File: src/rtl/uart_rx_pkg.sv
package uart_rx_pkg;
  localparam int DATA_W = 8;
  localparam logic [3:0] OS_S0   = 4'd7;
  localparam logic [3:0] OS_S1   = 4'd8;
  localparam logic [3:0] OS_DEC  = 4'd9;
  localparam logic [3:0] OS_LAST = 4'd15;

  typedef enum logic [2:0] {
    ST_IDLE,
    ST_START,
    ST_DATA,
    ST_PAR,
    ST_STOP
  } rx_state_e;
endpackage

File: src/rtl/uart_rx_sync.sv
module uart_rx_sync (
  input  logic clk_i,
  input  logic rst_ni,
  input  logic rx_i,
  output logic rx_s_o,
  output logic fall_o
);
  // two sync stages plus one history stage, all reset to idle level
  logic [2:0] sh_q;

  always_ff @(posedge clk_i or negedge rst_ni) begin
    if (!rst_ni) sh_q <= '1;
    else         sh_q <= {sh_q[1:0], rx_i};
  end

  assign rx_s_o = sh_q[1];
  assign fall_o = sh_q[2] & ~sh_q[1];
endmodule

File: src/rtl/uart_rx_tick.sv
module uart_rx_tick #(
  parameter int DIV_W = 16
) (
  input  logic             clk_i,
  input  logic             rst_ni,
  input  logic             run_i,
  input  logic [DIV_W-1:0] div_i,
  output logic             tick_o,
  output logic [3:0]       os_o
);
  logic [DIV_W-1:0] cnt_q;
  logic [3:0]       os_q;

  assign tick_o = run_i && (cnt_q == div_i);
  assign os_o   = os_q;

  always_ff @(posedge clk_i or negedge rst_ni) begin
    if (!rst_ni) begin
      cnt_q <= '0;
      os_q  <= '0;
    end else if (!run_i) begin
      cnt_q <= '0;
      os_q  <= '0;
    end else if (tick_o) begin
      cnt_q <= '0;
      os_q  <= os_q + 4'd1;
    end else begin
      cnt_q <= cnt_q + 1'b1;
    end
  end
endmodule

File: src/rtl/uart_rx_vote.sv
module uart_rx_vote (
  input  logic clk_i,
  input  logic rst_ni,
  input  logic en0_i,
  input  logic en1_i,
  input  logic bit_i,
  output logic vote_o
);
  logic s0_q, s1_q;

  always_ff @(posedge clk_i or negedge rst_ni) begin
    if (!rst_ni) begin
      s0_q <= 1'b1;
      s1_q <= 1'b1;
    end else begin
      if (en0_i) s0_q <= bit_i;
      if (en1_i) s1_q <= bit_i;
    end
  end

  // third sample is the live one at decision time
  assign vote_o = (s0_q & s1_q) | (s0_q & bit_i) | (s1_q & bit_i);
endmodule

File: src/rtl/uart_frame_rx.sv
module uart_frame_rx #(
  parameter int DIV_W = 16
) (
  input  logic                               clk_i,
  input  logic                               rst_ni,
  input  logic                               rx_i,
  input  logic [DIV_W-1:0]                   div_i,
  input  logic [1:0]                         data_len_i,
  input  logic [1:0]                         par_mode_i,
  input  logic                               msb_first_i,
  output logic [uart_rx_pkg::DATA_W-1:0]     data_o,
  output logic                               valid_o,
  output logic                               parity_err_o,
  output logic                               frame_err_o,
  output logic                               false_start_o
);
  import uart_rx_pkg::*;

  localparam int IDX_W = $clog2(DATA_W);

  rx_state_e         state_q;
  logic [IDX_W-1:0]  bit_q;
  logic [DATA_W-1:0] word_q;
  logic              par_q;

  logic       rx_s, fall, tick, vote, run, dec, bit_end, par_en, ones, perr;
  logic [3:0] os;
  logic [IDX_W-1:0] last_idx, put_idx;

  assign run      = (state_q != ST_IDLE);
  assign dec      = tick && (os == OS_DEC);
  assign bit_end  = tick && (os == OS_LAST);
  assign last_idx = IDX_W'(4) + IDX_W'(data_len_i);
  assign put_idx  = msb_first_i ? (last_idx - bit_q) : bit_q;
  assign par_en   = (par_mode_i == 2'd1) || (par_mode_i == 2'd2);
  assign ones     = ^{word_q, par_q};
  assign perr     = par_en && ((par_mode_i == 2'd2) ? ~ones : ones);

  uart_rx_sync u_sync (
    .clk_i  (clk_i),
    .rst_ni (rst_ni),
    .rx_i   (rx_i),
    .rx_s_o (rx_s),
    .fall_o (fall)
  );

  uart_rx_tick #(.DIV_W(DIV_W)) u_tick (
    .clk_i  (clk_i),
    .rst_ni (rst_ni),
    .run_i  (run),
    .div_i  (div_i),
    .tick_o (tick),
    .os_o   (os)
  );

  uart_rx_vote u_vote (
    .clk_i  (clk_i),
    .rst_ni (rst_ni),
    .en0_i  (tick && (os == OS_S0)),
    .en1_i  (tick && (os == OS_S1)),
    .bit_i  (rx_s),
    .vote_o (vote)
  );

  always_ff @(posedge clk_i or negedge rst_ni) begin
    if (!rst_ni) begin
      state_q       <= ST_IDLE;
      bit_q         <= '0;
      word_q        <= '0;
      par_q         <= 1'b0;
      data_o        <= '0;
      valid_o       <= 1'b0;
      parity_err_o  <= 1'b0;
      frame_err_o   <= 1'b0;
      false_start_o <= 1'b0;
    end else begin
      valid_o       <= 1'b0;
      false_start_o <= 1'b0;
      unique case (state_q)
        ST_IDLE: if (fall) begin
          state_q <= ST_START;
          bit_q   <= '0;
          word_q  <= '0;
          par_q   <= 1'b0;
        end
        ST_START: begin
          if (dec && vote) begin
            false_start_o <= 1'b1;
            state_q       <= ST_IDLE;
          end else if (bit_end) begin
            state_q <= ST_DATA;
          end
        end
        ST_DATA: begin
          if (dec) word_q[put_idx] <= vote;
          if (bit_end) begin
            if (bit_q == last_idx) state_q <= par_en ? ST_PAR : ST_STOP;
            else                   bit_q   <= bit_q + 1'b1;
          end
        end
        ST_PAR: begin
          if (dec)     par_q   <= vote;
          if (bit_end) state_q <= ST_STOP;
        end
        ST_STOP: if (dec) begin
          // only the first stop bit is judged; re-arm right away
          valid_o      <= 1'b1;
          data_o       <= word_q;
          parity_err_o <= perr;
          frame_err_o  <= ~vote;
          state_q      <= ST_IDLE;
        end
        default: state_q <= ST_IDLE;
      endcase
    end
  end
endmodule

File: config.mk
export PLATFORM = sky130hd
export DESIGN_NAME = uart_frame_rx
export DESIGN_NICKNAME = d
export VERILOG_FILES = /design/src/rtl/uart_rx_pkg.sv /design/src/rtl/uart_rx_sync.sv /design/src/rtl/uart_rx_tick.sv /design/src/rtl/uart_rx_vote.sv /design/src/rtl/uart_frame_rx.sv
export SDC_FILE = /design/constraint.sdc
export NUM_CORES = 1
export LEC_CHECK = 0
export ABC_CLOCK_PERIOD_IN_PS = 4800
export BUFFER_PORTS_ARGS = -buffer_cell sky130_fd_sc_hd__buf_4
export CORE_MARGIN = 3
export CORE_UTILIZATION = 50
export DETAILED_ROUTE_END_ITERATION = 10
export GPL_TIMING_DRIVEN = 0
export HOLD_SLACK_MARGIN = 0.08
export PLACE_DENSITY_LB_ADDON = 0.1
export SLEW_MARGIN = 0
export SYNTH_ARGS = -nofsm -noshare
export SYNTH_HDL_FRONTEND = slang
export SYNTH_HIERARCHICAL = 1
export SYNTH_SLANG_ARGS = --single-unit
File: constraint.sdc
create_clock -name clk_i -period 4.8 [get_ports clk_i]
set_input_delay 0.72 -clock clk_i [delete_from_list [all_inputs] [get_ports clk_i]]
set_output_delay 0.72 -clock clk_i [all_outputs]
set_load 0.1 [all_outputs]
# ---- Yosys cells after proc, flatten, opt, wreduce, memory -nomap -nowiden
# Cells that the tools add are included.
dict set report word_totals {
  ff_bits 52
  in_bits 24
  out_inout_bits 12
  wordCells 103
}
dict set report classes {
  add_sub_neg 5
  order_cmp 2
  n_eq_ne 22
  mux 32
  bitwise_logic 9
  n_reduce_logical 19
}
# cell n
set op_table {}
lappend op_table {{3-bit two-way mux} 12}
lappend op_table {{16-bit two-way mux} 2}
lappend op_table {{2-bit != test (second input constant)} 9}
lappend op_table {{16-bit by 1-bit adder with 16-bit output (second input constant)} 1}
lappend op_table {{16-bit equality test} 1}
lappend op_table {{8-bit two-way mux} 2}
lappend op_table {{8-bit case mux with 2 select lines} 1}
lappend op_table {{3-bit case mux with 5 select lines} 1}
lappend op_table {{4-bit equality test (second input constant)} 3}
lappend op_table {{9-bit XOR reduction} 1}
lappend op_table {{8-bit bitwise mux} 1}
lappend op_table {{1-bit logical AND} 8}
lappend op_table {{1-bit two-way mux} 8}
lappend op_table {{4-bit two-way mux} 2}
lappend op_table {{3-bit by 2-bit equality test with 1-bit output (second input constant)} 2}
lappend op_table {{3-bit case mux with 2 select lines} 1}
lappend op_table {{3-bit AND reduction} 2}
lappend op_table {{6-bit AND reduction} 1}
lappend op_table {{4-bit by 1-bit adder with 4-bit output (second input constant)} 1}
lappend op_table {{1-bit bitwise AND} 4}
lappend op_table {{4-bit by 3-bit equality test with 1-bit output (second input constant)} 1}
lappend op_table {{3-bit by 4-bit less-than comparator with 1-bit output (second input constant)} 1}
lappend op_table {{4-bit AND reduction} 1}
lappend op_table {{2-bit nonzero test} 2}
lappend op_table {{18 further kinds} 21}

# ---- Logic depth before layout (Yosys ltp)
dict set report logic_depth {
  ltp_word 10
  ltp_mapped 11
  ltp_nobuf 8
}

# ---- Modules after synthesis
# Netlist, hierarchy kept.
# mod n_inst cells_each area_each_um2 seq_area_each_um2
set by_module_without_submodules {}
lappend by_module_without_submodules {uart_frame_rx 1 178 1657.8 675.6}
lappend by_module_without_submodules {uart_rx_tick 1 113 1091.0 500.5}
lappend by_module_without_submodules {uart_rx_sync 1 4 92.6 78.8}
lappend by_module_without_submodules {uart_rx_vote 1 5 86.3 52.6}

# ---- Least setup slack after synthesis
# No wires, ideal clock.
dict set report synth_timing {
  kind {input to register}
  startpoint {input port div_i[9]}
  endpoint {register state_q[1]}
  setup_ns 0.079
  arrival_time_ns 2.650
  required_time_ns 4.721
  setup_slack_ns 2.070
  cell_stages 9
  n_path_buf 1
  path_cell_list {xor2_1 -> nor4_1 -> nand4_2 -> nor2_1 -> and4bb_1 -> buf_2 -> nand4_1 -> a2111oi_2 -> mux2i_1}
}
dict set report synth_via {
  elab_chain_cells 6
  word_cells_on_any_way 12
  cone_classes {eq/ne (5); mux (2); reduce/logical (5)}
}
# element line
set synth_rtl {}
lappend synth_rtl {{from (decl)} uart_frame_rx.sv:7} ;# input logic [DIV_W-1:0] div_i,
lappend synth_rtl {{16-bit equality test *} uart_rx_tick.sv:14} ;# assign tick_o = run_i && (cnt_q == div_i);
lappend synth_rtl {{1-bit logical AND *} uart_rx_tick.sv:14}
lappend synth_rtl {{net tick} uart_frame_rx.sv:26} ;# logic rx_s, fall, tick, vote, run, dec, bit_end, par_en, ones, perr;
lappend synth_rtl {{1-bit logical AND} uart_frame_rx.sv:31} ;# assign dec = tick && (os == OS_DEC);
lappend synth_rtl {{1-bit logical AND} uart_frame_rx.sv:87} ;# if (dec && vote) begin
lappend synth_rtl {{3-bit != test (no source line) or 3-bit two-way mux (tied branches)} -}
lappend synth_rtl {{6-bit AND reduction (no source line) or 3-bit case mux with 5 select lines (tied branches)} -}
lappend synth_rtl {{to (signal assigned)} uart_frame_rx.sv:97} ;# if (bit_q == last_idx) state_q <= par_en ? ST_PAR : ST_STOP;
lappend synth_rtl {{to (decl)} uart_frame_rx.sv:21} ;# rx_state_e state_q;
# The timed path passes the listed nets; every way through them passes the cells marked *.
# A chain may end at the register's enable or synchronous reset.

# ---- Worst setup path after layout
dict set report layout_timing {
  startpoint {input port div_i[11]}
  endpoint {register state_q[1]}
}
# The elaborated chain is that of the path after synthesis.

==> metrics.cfg <==
[sta]
fin_skew_ns = 0.00818
fmax_ghz = 0.337
worst_slew_pin_slew_ns = 0.651
final.setup.worst_slack_ns = 1.83
finalWorstPathRequiredPeriod_ns = 2.97
timing_max_transition_violations_final = 0
slew_headroom_pct = 56.6
timing.final.setup_violations = 0
post-route-period-util_pct = 61.9
final.setup.tns_ns = 0
grt_setup_unrepaired = no
finalHoldViolations = 0

[final_layout]
synth_to_final_area_change_pct = 15.0
n_fill_cell = 517
diodes_inserted = 0
post_route_cells_drive_above_1_share_pct = 19.5
layout_common_cells = sky130_fd_sc_hd__dfrtp_1, sky130_fd_sc_hd__buf_4, sky130_fd_sc_hd__nor2_1, sky130_fd_sc_hd__xor2_1, sky130_fd_sc_hd__inv_1
final_net_count = 373
multi_input_area_um2 = 1480
combined_flip_flop_and_latch_cell_area_um2 = 1310
most_common_library_cell_in_the_layout_ignoring_fill_and_taps = sky130_fd_sc_hd__dfrtp_1

[routing]
wl_met3_um = 223
drt-initial-drc-count = 71
m1WireLength_um = 2800
detailroute.via_count = 2232
detailed_route_wire_length_per_cell_um = 13.9
routed_via_density = 5.38
drc_errors = 0
drt_pre_antenna_iters = 5
wirelength_um = 5760
highest-signal-layer = met4
detail-route-antenna-nets = 0
met2_length_um = 2670

[synth]
yosysSeqAreaShare_pct = 44.7
synthXorXnorAreaFrac_pct = 12.1
yosys_register_bits = 52
synth-compound-area-share_pct = 13.7
post_synth_num_cell_types = 52
synthesis_warnings = 6
yosys.area_share.adder_pct = 3.63
yosys-mux-area-fraction_pct = 1.84
syn_nets = 331
synth_enable_flop_cells = 0
synth-main-ff-cell = sky130_fd_sc_hd__dfrtp_1
synthCells = 300
synth_area_per_inst_um2 = 9.76
synth_area_um2 = 2930
async_reset_ff_share_pct = 100
yosys.area_share.simple_pct = 19.4
synth_top_family_by_area = simple AND/OR/NAND/NOR gates

[placed_design]
io_buffers = 35
place.detailed.hpwl_um = 4400
dp_slack_ns = 1.54
gp_congestion = 0.815

[hold_path]
hold_path_depth = 0
timing.hold.worst.start = u_sync/sh_q[0]$_DFF_PN1_
timing.hold.worst.class = reg2reg
worst_hold_path.endpoint = u_sync/sh_q[1]$_DFF_PN1_

[clocking]
cts-root-buf = sky130_fd_sc_hd__clkbuf_8
tritoncts = done
cts_num_sinks = 52
post_cts_hold_buffer_count = 0
clock_tree_buffer_depth = 2
clk_pin_slew_ns = 0.09
htree_levels = 2
number_of_setup_buffers_added_after_cts = 0
worst_skew_pair.late_latency_ns = 0.30
cts-buffers-inserted = 5
post_cts.resized_instances = 0

[flow_run]
drv_cap = 0

[setup_path]
timing.reg2reg.setup_slack_ns = 1.91
critPathKind = in2reg
critical_path_peak_fanout = 9
critical_path.startpoint_type = input pin
r2r_cells = 9
critical_path.reg2reg.startpoint = u_tick/cnt_q[11]$_DFF_PN0_
crit_arrival_ns = 3.20
r2r-end = state_q[1]$_DFFE_PN0P_
end_kind = register
cp.required_ns = 5.02

[floorplan]
dieHeight_um = 82.5
row_count = 27
initial_core_util_pct = 52.5
die_width_um = 82.5
num_io_pins = 36
core_region_area_um2 = 5570
area_of_the_die_um2 = 6810

[grt]
grt_antenna_before_repair = 0
grt_pass1_vias = 2116
grt_max_degree = 53
globalRouteTotalUtil_pct = 18.0
grt-ovfl-total = 0
grt_pass1_wl_um = 9520

[pwr]
powerDensity_nw_per_um2 = 376
leakage_nw = 1.56
ir_worst_vdd_v = 0.000232

[outcome]
outcome = finished, final reports clean

[power by group]
| part | internal, mW | switching, mW | leakage (nW) |
|---|---|---|---|
| clock network | 0.102 | 0.140 | 0.0412 |
| logic | 0.216 | 0.250 | 0.823 |
| registers | 0.502 | 0.0561 | 0.691 |
| total | 0.820 | 0.447 | 1.56 |
[synthesized netlist by cell type (2+ instances only)]
library cell	instances	area share, %
sky130_fd_sc_hd__dfrtp_1	47	40
sky130_fd_sc_hd__a211oi_1	8	2.1
sky130_fd_sc_hd__clkbuf_1	5	0.64
sky130_fd_sc_hd__a21boi_0	2	0.51
sky130_fd_sc_hd__mux2_2	3	1.2
sky130_fd_sc_hd__nand2b_1	2	0.43
sky130_fd_sc_hd__o31ai_1	3	0.77
sky130_fd_sc_hd__and3b_1	4	1.2
sky130_fd_sc_hd__inv_1	21	2.7
sky130_fd_sc_hd__nand4_1	6	1.3
sky130_fd_sc_hd__nand2_1	19	2.4
sky130_fd_sc_hd__o211ai_1	4	1.0
sky130_fd_sc_hd__buf_2	4	0.68
sky130_fd_sc_hd__o21ai_0	14	2.4
sky130_fd_sc_hd__xnor2_1	15	4.5
sky130_fd_sc_hd__a2111oi_2	2	1.0
sky130_fd_sc_hd__a21oi_1	5	0.85
sky130_fd_sc_hd__o22ai_1	12	2.6
sky130_fd_sc_hd__nor4_1	5	1.1
sky130_fd_sc_hd__a31oi_1	2	0.43
sky130_fd_sc_hd__nor3b_1	3	0.77
sky130_fd_sc_hd__dfstp_2	5	4.5
sky130_fd_sc_hd__and3_2	2	0.51
sky130_fd_sc_hd__nor3_1	5	0.85
sky130_fd_sc_hd__xor2_1	23	6.9
sky130_fd_sc_hd__and4_1	2	0.60
sky130_fd_sc_hd__ha_1	6	2.6
sky130_fd_sc_hd__or2_2	2	0.43
sky130_fd_sc_hd__nor2_1	33	4.2
sky130_fd_sc_hd__mux2i_1	2	0.68
sky130_fd_sc_hd__and3_1	2	0.43
sky130_fd_sc_hd__nor2b_1	3	0.64
sky130_fd_sc_hd__nand3b_1	2	0.51
sky130_fd_sc_hd__nand3_1	6	1.0
sky130_fd_sc_hd__or3_1	4	0.85
[critical path, stage by stage]
cell                        delay [ns]
sky130_fd_sc_hd__buf_4            0.11
sky130_fd_sc_hd__xor2_1           0.16
sky130_fd_sc_hd__nor4_1           0.41
sky130_fd_sc_hd__nand4_2          0.31
sky130_fd_sc_hd__nor2_1           0.19
sky130_fd_sc_hd__and4bb_1         0.20
sky130_fd_sc_hd__buf_2            0.19
sky130_fd_sc_hd__nand4_1          0.19
sky130_fd_sc_hd__a2111oi_2        0.47
sky130_fd_sc_hd__mux2i_1          0.24
[layer usage]
layer	track usage [%]	up-vias
met5	0	-
met2	29.0	40
met1	25.3	1049
li1	-	1135
met3	2.93	8
met4	4.41	0
[cells by family (layout without fill, tap and decap cells)]
| family | after synthesis | after routing |
|---|---|---|
| buffers and inverters | 32 | 75 |
| xor gates and xnor gates | 39 | 39 |
| AOI/OAI and AO/OA | 58 | 58 |
| and+or+nand+nor | 106 | 106 |
| muxes | 5 | 5 |
| DFF | 52 | 52 |
| adders and majority gates | 8 | 8 |
[registers in the layout, indices dropped and copies added (netlist names)]
name           count
valid_o            1
u_tick/cnt_q      16
word_q             8
u_tick/os_o        4
par_q              1
u_sync/sh_q        3
u_vote/s1_q        1
false_start_o      1
u_vote/s0_q        1
data_o             8
bit_q              3
state_q            3
parity_err_o       1
frame_err_o        1
[cell type report]
cell class,instances,share of cell area (%)
multi-input combinational,216,44.1
sequential,52,38.8
clock buffer,6,2.16
buffer,11,1.71
clock inverter,2,0.372
tap,72,2.68
inverter,21,2.34
timing repair buffer,35,7.81
[per-stage QoR]
stage | hold slack (ns) | total power [mW] | util [%] | std cells | instance area, µm²
floorplan | 0.345 | 0.924 | - | 300 | 2930
global route | 0.368 | 1.36 | 60.4 | 415 | 3370
global placement | 0.350 | 1.02 | 58.9 | 407 | 3280
CTS | 0.361 | 1.28 | 60.4 | 415 | 3370
detailed placement | 0.349 | 1.03 | 58.9 | 407 | 3280
finish | 0.360 | 1.27 | 60.4 | 415 | 3370
[worst max-delay path by stage]
stage                     startpoint  slack (ns)  cells past startpoint                     end
after floorplan             div_i[9]        2.07                      9  state_q[1]$_DFFE_PN0P_
after global placement     div_i[11]        1.62                     10  state_q[1]$_DFFE_PN0P_
after detailed placement   div_i[11]        1.54                     10  state_q[1]$_DFFE_PN0P_
after CTS                  div_i[11]        1.83                     10  state_q[1]$_DFFE_PN0P_
after global routing       div_i[11]        1.69                     10  state_q[2]$_DFFE_PN0P_
final                      div_i[11]        1.83                     10  state_q[1]$_DFFE_PN0P_
(Power assumes the default switching activity.)
